--- src/rtl/qx_pkg.sv ---
package qx_pkg;

  typedef enum logic [1:0] {
    QX_IDLE   = 2'd0,
    QX_HALT   = 2'd1,
    QX_PROG   = 2'd2,
    QX_RESUME = 2'd3
  } qx_state_e;

  localparam int unsigned QX_ERR_W      = 3;
  localparam int unsigned QX_QUICK_TYPE = 1;

  localparam logic [QX_ERR_W-1:0] QX_ERR_NONE    = 3'd0;
  localparam logic [QX_ERR_W-1:0] QX_ERR_UNSUP   = 3'd2;
  localparam logic [QX_ERR_W-1:0] QX_ERR_EXC     = 3'd3;
  localparam logic [QX_ERR_W-1:0] QX_ERR_HALTRES = 3'd4;

  typedef struct packed {
    logic run;
    logic halted;
    logic unimpl;
  } qx_class_t;

  // Split an accepted quick command into its three possible outcomes.
  function automatic qx_class_t qx_classify(input logic hit, input logic halted,
                                            input logic impl);
    qx_class_t c;
    c.run    = hit && impl && !halted;
    c.halted = hit && impl && halted;
    c.unimpl = hit && !impl;
    return c;
  endfunction

  // Error left behind by a finished program-buffer run.
  function automatic logic [QX_ERR_W-1:0] qx_prog_err(input logic exc);
    return exc ? QX_ERR_EXC : QX_ERR_NONE;
  endfunction

endpackage

--- src/rtl/qx_cmd_decode.sv ---
module qx_cmd_decode
  import qx_pkg::*;
#(
  parameter int unsigned TYPE_W = 8,
  parameter bit          IMPL   = 1'b1
) (
  input  logic              cmd_valid,
  input  logic [TYPE_W-1:0] cmd_type,
  input  logic              idle,
  input  logic              hart_halted,
  output logic              start_run,
  output logic              rej_halted,
  output logic              rej_unimpl
);

  localparam logic [TYPE_W-1:0] QUICK_CODE = TYPE_W'(QX_QUICK_TYPE);

  logic      hit;
  qx_class_t cls;

  assign hit = cmd_valid && idle && (cmd_type == QUICK_CODE);

  always_comb begin
    cls = qx_classify(hit, hart_halted, IMPL);
  end

  assign start_run  = cls.run;
  assign rej_halted = cls.halted;
  assign rej_unimpl = cls.unimpl;

endmodule

--- src/rtl/qx_seq_fsm.sv ---
module qx_seq_fsm
  import qx_pkg::*;
(
  input  logic      clk,
  input  logic      rst_n,
  input  logic      start_run,
  input  logic      halt_ack,
  input  logic      halt_cause_dbg,
  input  logic      prog_done,
  input  logic      resume_ack,
  output qx_state_e state,
  output logic      halt_req,
  output logic      prog_req,
  output logic      resume_req,
  output logic      evt_own_halt,
  output logic      evt_foreign_halt,
  output logic      evt_prog_end,
  output logic      evt_resume_end
);

  qx_state_e state_q, state_d;

  // Named events, each tied to the phase that can observe it.
  assign evt_own_halt     = (state_q == QX_HALT) && halt_ack && halt_cause_dbg;
  assign evt_foreign_halt = (state_q == QX_HALT) && halt_ack && !halt_cause_dbg;
  assign evt_prog_end     = (state_q == QX_PROG) && prog_done;
  assign evt_resume_end   = (state_q == QX_RESUME) && resume_ack;

  always_comb begin
    state_d = state_q;
    unique case (state_q)
      QX_IDLE:   if (start_run) state_d = QX_HALT;
      QX_HALT: begin
        if (evt_own_halt)          state_d = QX_PROG;
        else if (evt_foreign_halt) state_d = QX_IDLE;
      end
      QX_PROG:   if (evt_prog_end)   state_d = QX_RESUME;
      QX_RESUME: if (evt_resume_end) state_d = QX_IDLE;
      default:   state_d = QX_IDLE;
    endcase
  end

  always_ff @(posedge clk) begin
    if (!rst_n) state_q <= QX_IDLE;
    else        state_q <= state_d;
  end

  assign state      = state_q;
  assign halt_req   = (state_q == QX_HALT);
  assign prog_req   = (state_q == QX_PROG);
  assign resume_req = (state_q == QX_RESUME);

endmodule

--- src/rtl/qx_err_track.sv ---
module qx_err_track
  import qx_pkg::*;
(
  input  logic                clk,
  input  logic                rst_n,
  input  logic                start_run,
  input  logic                rej_halted,
  input  logic                rej_unimpl,
  input  logic                evt_foreign_halt,
  input  logic                evt_prog_end,
  input  logic                prog_exc,
  input  logic                evt_resume_end,
  output logic [QX_ERR_W-1:0] err_code,
  output logic                done
);

  logic [QX_ERR_W-1:0] err_q, err_d;
  logic                done_d;

  always_comb begin
    err_d  = err_q;
    done_d = 1'b0;
    if (start_run) begin
      err_d = QX_ERR_NONE;
    end else if (rej_unimpl) begin
      err_d  = QX_ERR_UNSUP;
      done_d = 1'b1;
    end else if (rej_halted || evt_foreign_halt) begin
      err_d  = QX_ERR_HALTRES;
      done_d = 1'b1;
    end else if (evt_prog_end) begin
      err_d = qx_prog_err(prog_exc);
    end else if (evt_resume_end) begin
      done_d = 1'b1;
    end
  end

  always_ff @(posedge clk) begin
    if (!rst_n) begin
      err_q <= QX_ERR_NONE;
      done  <= 1'b0;
    end else begin
      err_q <= err_d;
      done  <= done_d;
    end
  end

  assign err_code = err_q;

endmodule

--- src/rtl/qx_quick_ctrl.sv ---
module qx_quick_ctrl
  import qx_pkg::*;
#(
  parameter int unsigned TYPE_W = 8,
  parameter bit          IMPL   = 1'b1
) (
  input  logic              clk,
  input  logic              rst_n,
  input  logic              cmd_valid,
  input  logic [TYPE_W-1:0] cmd_type,
  output logic              busy,
  output logic              done,
  output logic [2:0]        err_code,
  input  logic              hart_halted,
  output logic              halt_req,
  input  logic              halt_ack,
  input  logic              halt_cause_dbg,
  output logic              prog_req,
  input  logic              prog_done,
  input  logic              prog_exc,
  output logic              resume_req,
  input  logic              resume_ack
);

  qx_state_e state;
  logic      start_run, rej_halted, rej_unimpl;
  logic      evt_own_halt, evt_foreign_halt, evt_prog_end, evt_resume_end;

  qx_cmd_decode #(.TYPE_W(TYPE_W), .IMPL(IMPL)) u_decode (
    .cmd_valid   (cmd_valid),
    .cmd_type    (cmd_type),
    .idle        (state == QX_IDLE),
    .hart_halted (hart_halted),
    .start_run   (start_run),
    .rej_halted  (rej_halted),
    .rej_unimpl  (rej_unimpl)
  );

  qx_seq_fsm u_fsm (
    .clk              (clk),
    .rst_n            (rst_n),
    .start_run        (start_run),
    .halt_ack         (halt_ack),
    .halt_cause_dbg   (halt_cause_dbg),
    .prog_done        (prog_done),
    .resume_ack       (resume_ack),
    .state            (state),
    .halt_req         (halt_req),
    .prog_req         (prog_req),
    .resume_req       (resume_req),
    .evt_own_halt     (evt_own_halt),
    .evt_foreign_halt (evt_foreign_halt),
    .evt_prog_end     (evt_prog_end),
    .evt_resume_end   (evt_resume_end)
  );

  qx_err_track u_err (
    .clk              (clk),
    .rst_n            (rst_n),
    .start_run        (start_run),
    .rej_halted       (rej_halted),
    .rej_unimpl       (rej_unimpl),
    .evt_foreign_halt (evt_foreign_halt),
    .evt_prog_end     (evt_prog_end),
    .prog_exc         (prog_exc),
    .evt_resume_end   (evt_resume_end),
    .err_code         (err_code),
    .done             (done)
  );

  assign busy = (state != QX_IDLE);

endmodule

--- config.mk ---
export PLATFORM = sky130hd
export DESIGN_NAME = qx_quick_ctrl
export DESIGN_NICKNAME = d
export VERILOG_FILES = /design/src/rtl/qx_pkg.sv /design/src/rtl/qx_cmd_decode.sv /design/src/rtl/qx_seq_fsm.sv /design/src/rtl/qx_err_track.sv /design/src/rtl/qx_quick_ctrl.sv
export SDC_FILE = /design/constraint.sdc
export NUM_CORES = 1
export LEC_CHECK = 0
export BUFFER_PORTS_ARGS = -buffer_cell sky130_fd_sc_hd__clkbuf_2
export CORE_AREA = 2 2 39 41
export CTS_BUF_LIST = sky130_fd_sc_hd__clkbuf_8
export DETAILED_ROUTE_END_ITERATION = 12
export DIE_AREA = 0 0 41 43
export PLACE_DENSITY = 0.56
export SETUP_SLACK_MARGIN = 0.02
export SYNTH_ARGS = -nofsm -noshare
export SYNTH_HDL_FRONTEND = slang
export SYNTH_SLANG_ARGS = --single-unit
export TNS_END_PERCENT = 5
--- constraint.sdc ---
create_clock -name clk -period 1.5 [get_ports clk]
set_input_delay 0.15 -clock clk [delete_from_list [all_inputs] [get_ports clk]]
set_output_delay 0.15 -clock clk [all_outputs]
set_load 0.02 [all_outputs]
==> qor.csv, run 1 <==
stage,metric,value,unit
global_routing,grt_pass1_wl,1170,um
clock_tree,cts_made_buffers,3,
synth,yosysTopAreaCell,dfxtp_1,
worst_setup_path,critPathBufInv,1,
floorplanning,pin_count,25,
worst_setup_path,rr_worst_depth,3,
placed_design,gp_congestion,0.682,
timing,final-hold-violation-count,0,
pwr,cellPowerDensity,797,nW/um^2
clock_tree,cts_resized,0,
worst_hold_path,hold_depth,3,
synth,synth_nets,52,
floorplanning,start_util,27.0,%
routing,first_iter_violations,2,
global_routing,grt_max_degree,12,
placed_design,dp_worst_setup_slack,0.284,ns
clock_tree,hold_buffers,0,
synth,synth_area_leaders,"dfxtp_1 (27%), nor4b_2 (8.0%), a21oi_1 (6.7%)",
worst_setup_path,worst-path-stages,2,
timing,finClkSkew,0.000781,ns
placed_design,portBuffers,24,
layout,stdcell_area,529,um^2
placed_design,place_area,484,um^2
global_routing,grt_usage,10.7,%
synth,ys_types,23,
worst_setup_path,worstPathCellList,and2_1 > clkbuf_2,
clock_tree,htree_num_levels,1,
clock_tree,clkLatencyLatePin,0.22,ns
worst_setup_path,worstPathArrival,1.16,ns
global_routing,grt_pass1_vias,299,
routing,postRouteAntennaNets,0,
clock_tree,cts.reportedPaths.clkPinSlew,0.03,ns
floorplanning,die_h,43,um
synth,synth_area,374,um^2
timing,worst_slack,0.186,ns
floorplanning,core,1380,um^2
floorplanning,rows,14,
placed_design,place_inst,72,
worst_setup_path,cpPeakStageDelay,0.56,ns
worst_setup_path,critical-path-top-delay-family,flip-flops,
pwr,ir_drop,0.000366,V
timing,slew_headroom,72.9,%
synth,avgSynthCellArea,10.7,um^2
synth,ys_seq_area_share,26.8,%
routing,routedWlPerCell,10.2,um
clock_tree,cts_tree,yes,
synth,ys_warn_count,0,
timing,final.setup.tns,0,ns
timing,drv_slew,0,
worst_setup_path,crit_fanout,11,
timing,period_needed,1.31,ns
outcome,status,completed,
global_routing,overflow,0,
job,maxCapViolCount,0,
worst_setup_path,crit_required,1.35,ns
clock_tree,root_buffer,clkbuf_8,
timing,setup_viol_count_final,0,
worst_setup_path,cp-end-kind,output pin,
routing,drt-total-wl,777,um
placed_design,hpwlAfterDp,648,um
clock_tree,tritoncts_num_sinks,5,
worst_hold_path,min_path_type,in2reg,
timing,timing.final.crit_share,87.6,%
global_routing,antenna_found_initial,0,
routing,vias,349,
pwr,p_leak,0.250,nW
layout,layout-drive-gt1-share,56.7,%
routing,dr.pass1.iters,2,
layout,layout.nets,78,
synth,syn_inst,35,
layout,syn_to_final_growth,41.5,%
clock_tree,clockBufferDepth,2,
routing,drt-vias-per-instance,4.59,
routing,drc,0,
worst_setup_path,cp-start-kind,flip-flop,
floorplanning,chipWidth,41,um
timing,grt_setup_unrepaired,false,
layout,filler_cell_count,146,
floorplanning,dieArea,1760,um^2
worst_setup_path,slowest_stage,dfxtp_1,
clock_tree,postCtsSetupRepairBufs,0,
synth,synth_top_area_share,26.8,%
timing,worstMarginPinSlew,0.405,ns
layout,stdcell_count,76,
timing,max_freq,761,MHz
worst_setup_path,critical_path_class,reg2out,
layout,antenna_cells,0,
synth,ys_ff_latch,5,
-- routing by layer --
metal	GRT usage, %	routed length, um	up-vias
met5	0	0	-
met4	10.0	15	0
met3	4.71	94	2
met2	14.7	345	22
met1	11.3	321	144
li1	-	-	181
-- per-stage QoR --
stage                     power [W]  util, %  hold slack (ns)
after floorplan            0.000152        -            0.315
after global placement     0.000182     35.0            0.430
after detailed placement   0.000182     35.0            0.424
after CTS                  0.000426     38.2            0.199
after global routing       0.000446     38.2            0.226
final                      0.000422     38.2            0.203
-- layout make-up --
type                            instances  area [um^2]  area share (%)
Multi-Input combinational cell         26          240            45.4
Clock inverter                          1         3.75           0.709
Tap cell                               16         20.0            3.78
Sequential cell                         5          100            18.9
Inverter                                1         3.75           0.709
Timing Repair Buffer                   24          120            22.7
Clock buffer                            3         41.3            7.80
-- report_power, final --
group          total (W)  switching (W)  internal (W)
clock           0.000242      0.0000667      0.000175
combinational  0.0000454      0.0000199     0.0000256
sequential      0.000134    0.000000213      0.000134
total           0.000422      0.0000868      0.000335
-- placed cells by master (no fill, tap or decap) --
cell      netlist  routed
nor4_4          1       1
mux2_4          1       1
a221oi_2        1       1
nand3_1         2       2
inv_1           1       2
nor3b_1         1       1
nor2_1          1       1
or2_1           1       1
nand2_1         1       1
nor4b_4         1       1
and2_1          1       1
nor2b_1         2       2
mux2i_1         1       1
dfxtp_1         5       5
nor3b_2         1       1
a31o_1          1       1
clkbuf_8        0       3
nor4b_2         2       2
a32oi_1         1       1
a21oi_1         5       5
and4bb_1        1       1
nand3b_1        1       1
clkbuf_2        0      24
-- path summary, 6_finish.rpt --
check                                  startpoint                end  slack (ns)
worst max register to register          flip-flop  u_err.err_code[0]        0.28
worst max-delay path                    flip-flop         resume_req        0.19
worst min-delay path               halt_cause_dbg          flip-flop        0.20
worst min register to register  u_err.err_code[2]  u_err.err_code[2]        0.56
-- synthesized netlist by cell type --
library cell and number:
or2_1 1, nand3b_1 1, nor3b_1 1, buf_4 1
dfxtp_1 5, a21oi_1 5, a31o_1 1, a32oi_1 1
mux2i_1 1, nand2_1 1, mux2_4 1, nor2_1 1
nor4_4 1, nand3_1 2, inv_1 1, nor4b_4 1
nor2b_1 2, nor3b_2 1, nor4b_2 2, buf_6 2
and2_1 1, and4bb_1 1, a221oi_2 1
-- worst reg2reg max path, cell delays in order, from the launching register on --
cell and delay (ns):
dfxtp_1 0.56, nand3b_1 0.18, mux2i_1 0.16, nor4b_2 0.23
-- logic make-up after synthesis --
kind of cell / count (synthesis) / share of synthesized area [%]
flip-flops: 5 / 26.8
multiplexers: 2 / 6.69
buffers and inverters: 4 / 9.03
AO/OA/AOI/OAI: 8 / 15.4
AND/OR/NAND/NOR: 16 / 42.1
(Power assumes the default switching activity.)
==> run 2, diff against run 1 <==
--- a/config.mk
+++ b/config.mk
@@ -5,12 +5,12 @@
 export SDC_FILE = /design/constraint.sdc
 export NUM_CORES = 1
 export LEC_CHECK = 0
+export ABC_AREA = 1
 export BUFFER_PORTS_ARGS = -buffer_cell sky130_fd_sc_hd__clkbuf_2
 export CORE_AREA = 2 2 39 41
-export CTS_BUF_LIST = sky130_fd_sc_hd__clkbuf_8
 export DETAILED_ROUTE_END_ITERATION = 12
 export DIE_AREA = 0 0 41 43
-export PLACE_DENSITY = 0.56
+export PLACE_DENSITY = 0.54
 export SETUP_SLACK_MARGIN = 0.02
 export SYNTH_ARGS = -nofsm -noshare
 export SYNTH_HDL_FRONTEND = slang
==> qor.csv, run 2 <==
stage,metric,value,unit,change
outcome,status,completed,,
clock_tree,cts_made_buffers,3,,unchanged
floorplanning,rows,14,,unchanged
synth,synth_nets,78,,+50%
clock_tree,hold_buffers,0,,unchanged
worst_setup_path,worstPathCellList,inv_1 > nand2_1 > nor2_1 > nor3_1 > nand3_2 > nor2_1 > nor2_1,,
timing,worstMarginPinSlew,0.294,ns,-0.112 ns
placed_design,portBuffers,24,,unchanged
clock_tree,clkLatencyLatePin,0.24,ns,+0.02 ns
pwr,ir_drop,0.000347,V,-5.2%
timing,final-hold-violation-count,0,,unchanged
timing,period_needed,1.28,ns,-0.0369 ns
global_routing,grt_pass1_wl,1450,um,+24%
worst_hold_path,min_path_type,in2reg,,
timing,grt_setup_unrepaired,false,,
worst_setup_path,cp-start-kind,flip-flop,,
clock_tree,root_buffer,clkbuf_4,,
placed_design,dp_worst_setup_slack,0.221,ns,-0.0629 ns
clock_tree,clockBufferDepth,2,,unchanged
layout,layout.nets,106,,+36%
synth,avgSynthCellArea,5.74,um^2,-46%
layout,layout-drive-gt1-share,37.5,%,-19 points
pwr,p_leak,0.335,nW,+34%
global_routing,antenna_found_initial,0,,unchanged
job,maxCapViolCount,0,,unchanged
synth,synth_area_leaders,"dfxtp_1 (29%), inv_1 (17%), nand2_1 (13%)",,
synth,async_flop_share,0,%,unchanged
floorplanning,pin_count,25,,unchanged
placed_design,hpwlAfterDp,739,um,+14%
layout,filler_cell_count,173,,+18%
worst_setup_path,cpPeakStageDelay,0.36,ns,-0.20 ns
global_routing,overflow,0,,unchanged
synth,ys_ff_latch,5,,unchanged
layout,syn_to_final_growth,45.4,%,
clock_tree,cts.reportedPaths.clkPinSlew,0.04,ns,about the same
worst_setup_path,critical_path_class,reg2reg,,
synth,ys_seq_area_share,28.6,%,+1.8 points
clock_tree,htree_num_levels,1,,unchanged
routing,postRouteAntennaNets,0,,unchanged
synth,synth_edf_count,0,,unchanged
routing,routedWlPerCell,7.90,um,-23%
synth,synth_common_cells,"inv_1 (16), nand2_1 (12), nor2_1 (12), dfxtp_1 (5), o21ai_0 (3)",,
layout,final_common_cell,clkbuf_2,,
global_routing,grt_max_degree,8,,-4
clock_tree,cts_tree,yes,,
floorplanning,chipWidth,41,um,unchanged
global_routing,grt_pass1_vias,394,,+32%
worst_setup_path,cpMostUsedCell,nor2_1,,
clock_tree,postCtsSetupRepairBufs,0,,unchanged
routing,drt-vias-per-instance,4.21,,-8.3%
synth,syn_inst,61,,+74%
timing,timing.final.crit_share,85.2,%,-2.5 points
global_routing,grt_usage,11.8,%,+1.2 points
timing,finClkSkew,0.00239,ns,+0.00161 ns
worst_setup_path,cp-end-kind,flip-flop,,
floorplanning,start_util,25.3,%,-1.7 points
timing,setup_viol_count_final,0,,unchanged
timing,drv_slew,0,,unchanged
routing,dr.pass1.iters,4,,+2
worst_setup_path,worstPathArrival,1.41,ns,+0.25 ns
synth,synth.most_common_cell,inv_1,,
layout,antenna_cells,0,,unchanged
floorplanning,die_h,43,um,unchanged
clock_tree,tritoncts_num_sinks,5,,unchanged
timing,worst_slack,0.223,ns,+0.0369 ns
routing,vias,438,,+26%
timing,max_freq,783,MHz,+2.9%
routing,first_iter_violations,10,,+8
synth,ys_types,14,,-39%
floorplanning,core,1380,um^2,unchanged
clock_tree,cts_resized,0,,unchanged
pwr,cellPowerDensity,937,nW/um^2,+18%
synth,yosysTopAreaCell,dfxtp_1,,
routing,drt-total-wl,822,um,+5.8%
synth,synth_top_area_share,28.6,%,+1.8 points
worst_setup_path,slowest_stage,dfxtp_1,,
layout,mostFrequentLayoutCells,"clkbuf_2 (24), inv_1 (16), nand2_1 (12), nor2_1 (12), dfxtp_1 (5)",,
placed_design,gp_congestion,0.710,,+4.1%
timing,final.setup.tns,0,ns,unchanged
floorplanning,dieArea,1760,um^2,unchanged
worst_setup_path,critPathBufInv,1,,unchanged
worst_setup_path,critical-path-top-delay-family,simple AND/OR/NAND/NOR gates,,
routing,drc,0,,unchanged
synth,ys_warn_count,0,,unchanged
synth,synth_area,350,um^2,-6.4%
worst_setup_path,crit_required,1.63,ns,+0.28 ns
timing,slew_headroom,80.3,%,+7.3 points
synth,ys.flop_type,dfxtp_1,,
worst_setup_path,crit_fanout,4,,-7
[run 2: cell types whose count changed after synthesis, sizes merged, moves of 3 or more]
cell,delta
inv,+15
nor2,+13
nand2,+12
a21oi,-4
nor4b,-3
o21ai,+3
[run 2: tightest hold or removal path: cells and delay by family]
family	cells	cell delay, ns
AND/OR/NAND/NOR	2	0.09
buffers and inverters	1	0.10
[run 2: where the power goes]
group	leakage [nW]	switching [W]	internal [W]
clock	0.0150	0.0000532	0.000100
combinational	0.279	0.0000970	0.0000618
sequential	0.0405	0.0000178	0.000147
[run 2: through the flow]
step	instance area, um^2	power (W)	utilization, %	hold WS (ns)	std cells
after floorplan	350	0.000271	-	0.270	61
after detailed placement	483	0.000327	34.9	0.407	100
after global placement	483	0.000325	34.9	0.404	100
after CTS	509	0.000484	36.8	0.153	104
final	509	0.000477	36.8	0.153	104
after global routing	509	0.000513	36.8	0.195	104
[run 2: final timing paths]
kind | from | slack, ns | depth (start not counted) | end
setup / recovery | flip-flop | 0.22 | 7 | flip-flop
hold / removal | rst_n | 0.15 | 3 | flip-flop
setup reg to reg | flip-flop | 0.22 | 7 | flip-flop
hold reg to reg | u_err.err_code[0] | 0.50 | 2 | u_err.err_code[0]
[run 2: logic make-up after synthesis]
logic type / Yosys count / share of synthesized area (%)
buf+inv: 17 / 19.3
flops: 5 / 28.6
simple gates: 34 / 44.3
compound gates: 5 / 7.86
[run 2: layout make-up]
type | instances | area, um^2 | area share, %
Inverter | 16 | 60.1 | 11.8
Sequential cell | 5 | 100 | 19.7
Tap cell | 16 | 20.0 | 3.93
Multi-Input combinational cell | 39 | 183 | 35.9
Clock buffer | 4 | 26.3 | 5.16
Timing Repair Buffer | 24 | 120 | 23.6
[run 2: routing by layer]
layer | vias to the layer above | GRT usage (%) | part of all wire [%]
met5 | - | 0 | 0
met4 | 0 | 2.00 | 0
met1 | 192 | 14.7 | 39
li1 | 232 | - | -
met2 | 14 | 17.8 | 54
met3 | 0 | 6.28 | 6.4
==> run 3, diff against run 2 <==
--- a/config.mk
+++ b/config.mk
@@ -5,12 +5,12 @@
 export SDC_FILE = /design/constraint.sdc
 export NUM_CORES = 1
 export LEC_CHECK = 0
-export ABC_AREA = 1
+export ABC_AREA = 0
 export BUFFER_PORTS_ARGS = -buffer_cell sky130_fd_sc_hd__clkbuf_2
 export CORE_AREA = 2 2 39 41
 export DETAILED_ROUTE_END_ITERATION = 12
 export DIE_AREA = 0 0 41 43
-export PLACE_DENSITY = 0.54
+export PLACE_DENSITY = 0.56
 export SETUP_SLACK_MARGIN = 0.02
 export SYNTH_ARGS = -nofsm -noshare
 export SYNTH_HDL_FRONTEND = slang
==> qor.csv, run 3 (synthesis results as in run 1) <==
stage,metric,value,unit,change
outcome,status,completed,,
routing,drt-vias-per-instance,4.64,,+10%
timing,drv_slew,0,,unchanged
pwr,cellPowerDensity,654,nW/um^2,-30%
pwr,pwr-share-clk,46.3,%,+14 points
clock_tree,tritoncts_num_sinks,5,,unchanged
global_routing,grt_max_degree,12,,+4
placed_design,portBuffers,24,,unchanged
layout,stdcell_area,510,um^2,+0.25%
floorplanning,chipWidth,41,um,unchanged
timing,timing.final.crit_share,89.0,%,+3.8 points
routing,postRouteAntennaNets,0,,unchanged
placed_design,hpwlAfterDp,648,um,-12%
worst_setup_path,worstPathArrival,1.18,ns,-0.23 ns
pwr,ir_drop,0.000248,V,-29%
clock_tree,root_buffer,clkbuf_4,,
global_routing,grt_pass1_vias,295,,-25%
clock_tree,cts.reportedPaths.clkPinSlew,0.04,ns,about the same
job,maxCapViolCount,0,,unchanged
timing,setup_viol_count_final,0,,unchanged
timing,worst_slack,0.165,ns,-0.0571 ns
routing,first_iter_violations,2,,-8
pwr,p_leak,0.238,nW,-29%
routing,drt-total-wl,780,um,-5.1%
floorplanning,start_util,27.0,%,+1.7 points
timing,grt_setup_unrepaired,false,,
clock_tree,clkLatencyLatePin,0.24,ns,about the same
worst_setup_path,critical_path_class,reg2out,,
floorplanning,die_h,43,um,unchanged
routing,drc,0,,unchanged
routing,routedWlPerCell,10.3,um,+30%
layout,antenna_cells,0,,unchanged
layout,layout.nets,78,,-26%
layout,mostFrequentLayoutCells,"clkbuf_2 (24), a21oi_1 (5), dfxtp_1 (5)",,
global_routing,grt_usage,10.9,%,-0.97 points
timing,finClkSkew,0.000955,ns,-0.00144 ns
worst_setup_path,critical-path-top-delay-family,flip-flops,,
timing,slew_headroom,72.9,%,-7.3 points
clock_tree,htree_num_levels,1,,unchanged
routing,vias,353,,-19%
pwr,intPower,0.000260,W,-16%
worst_setup_path,cpPeakStageDelay,0.56,ns,+0.20 ns
layout,final_common_cell,clkbuf_2,,
routing,dr.pass1.iters,3,,-1
pwr,netSwitchingFraction,22.2,%,-13 points
worst_setup_path,cp-start-kind,flip-flop,,
pwr,power.switching,0.0000740,W,-56%
placed_design,place_area,484,um^2,+0.26%
clock_tree,cts_resized,0,,unchanged
layout,syn_to_final_growth,36.5,%,
timing,final-hold-violation-count,0,,unchanged
worst_setup_path,crit_fanout,11,,+7
global_routing,grt_pass1_wl,1170,um,-20%
worst_setup_path,crit_required,1.35,ns,-0.28 ns
clock_tree,postCtsSetupRepairBufs,0,,unchanged
timing,max_freq,749,MHz,-4.3%
global_routing,antenna_found_initial,0,,unchanged
clock_tree,clockBufferDepth,2,,unchanged
worst_setup_path,cp-end-kind,output pin,,
layout,layout-drive-gt1-share,56.7,%,+19 points
worst_setup_path,slowest_stage,dfxtp_1,,
pwr,power.share.combinational,13.6,%,-20 points
worst_setup_path,worstPathCellList,and2_1 > clkbuf_2,,
placed_design,gp_congestion,0.682,,-3.9%
clock_tree,cts_tree,yes,,
global_routing,overflow,0,,unchanged
floorplanning,pin_count,25,,unchanged
worst_setup_path,critPathBufInv,1,,unchanged
pwr,seqPwrFrac,40.1,%,+5.6 points
timing,period_needed,1.33,ns,+0.0571 ns
floorplanning,dieArea,1760,um^2,unchanged
placed_design,dp_worst_setup_slack,0.284,ns,+0.0629 ns
clock_tree,cts_made_buffers,3,,unchanged
floorplanning,rows,14,,unchanged
clock_tree,hold_buffers,0,,unchanged
timing,final.setup.tns,0,ns,unchanged
floorplanning,core,1380,um^2,unchanged
timing,worstMarginPinSlew,0.405,ns,+0.111 ns
worst_hold_path,min_path_type,in2reg,,
-- run 3: layer usage --
metal	wire (um)	vias to the layer above	share of wire, %	global-route usage [%]
met1	324	148	42	11.0
met5	0	-	0	0
li1	-	183	-	-
met2	349	20	45	14.7
met4	19	0	2.4	12.0
met3	86	2	11	4.71
-- run 3: worst register-to-register path, delay by kind of cell, from the launching register on --
kind	cells	cell delay (ns)
AND/OR/NAND/NOR	2	0.41
multiplexers	1	0.16
flip-flops	1	0.56
-- run 3: stage by stage --
stage / total power (W) / hold WS [ns] / util [%] / std cells
final: 0.000334 / 0.184 / 36.9 / 76
after global placement: 0.000182 / 0.430 / 35.0 / 72
after global routing: 0.000359 / 0.197 / 36.9 / 76
after floorplan: 0.000152 / 0.315 / - / 35
after detailed placement: 0.000182 / 0.424 / 35.0 / 72
after CTS: 0.000341 / 0.174 / 36.9 / 76
-- run 3: final timing paths --
| path | startpoint | to | slack (ns) | cells past startpoint |
|---|---|---|---|---|
| setup / recovery | flip-flop | resume_req | 0.17 | 2 |
| hold reg to reg | u_err.err_code[2] | u_err.err_code[2] | 0.56 | 2 |
| setup reg to reg | flip-flop | u_err.err_code[0] | 0.28 | 3 |
| hold / removal | halt_cause_dbg | flip-flop | 0.18 | 3 |
-- run 3: final cells by class --
| type | count | area [um^2] |
|---|---|---|
| Clock buffer | 4 | 26.3 |
| Fill cell | 147 | 873 |
| Inverter | 1 | 3.75 |
| Multi-Input combinational cell | 26 | 240 |
| Sequential cell | 5 | 100 |
| Tap cell | 16 | 20.0 |
| Timing Repair Buffer | 24 | 120 |
-- run 3: power by group through the flow --
stage | logic, W | registers [W] | clock network, W
2_1_floorplan | 0.0000158 | 0.000136 | 0
3_3_place_gp | 0.0000455 | 0.000136 | 0
3_5_place_dp | 0.0000462 | 0.000136 | 0
4_1_cts | 0.0000463 | 0.000134 | 0.000161
5_1_grt | 0.0000504 | 0.000133 | 0.000175
6_report | 0.0000454 | 0.000134 | 0.000154
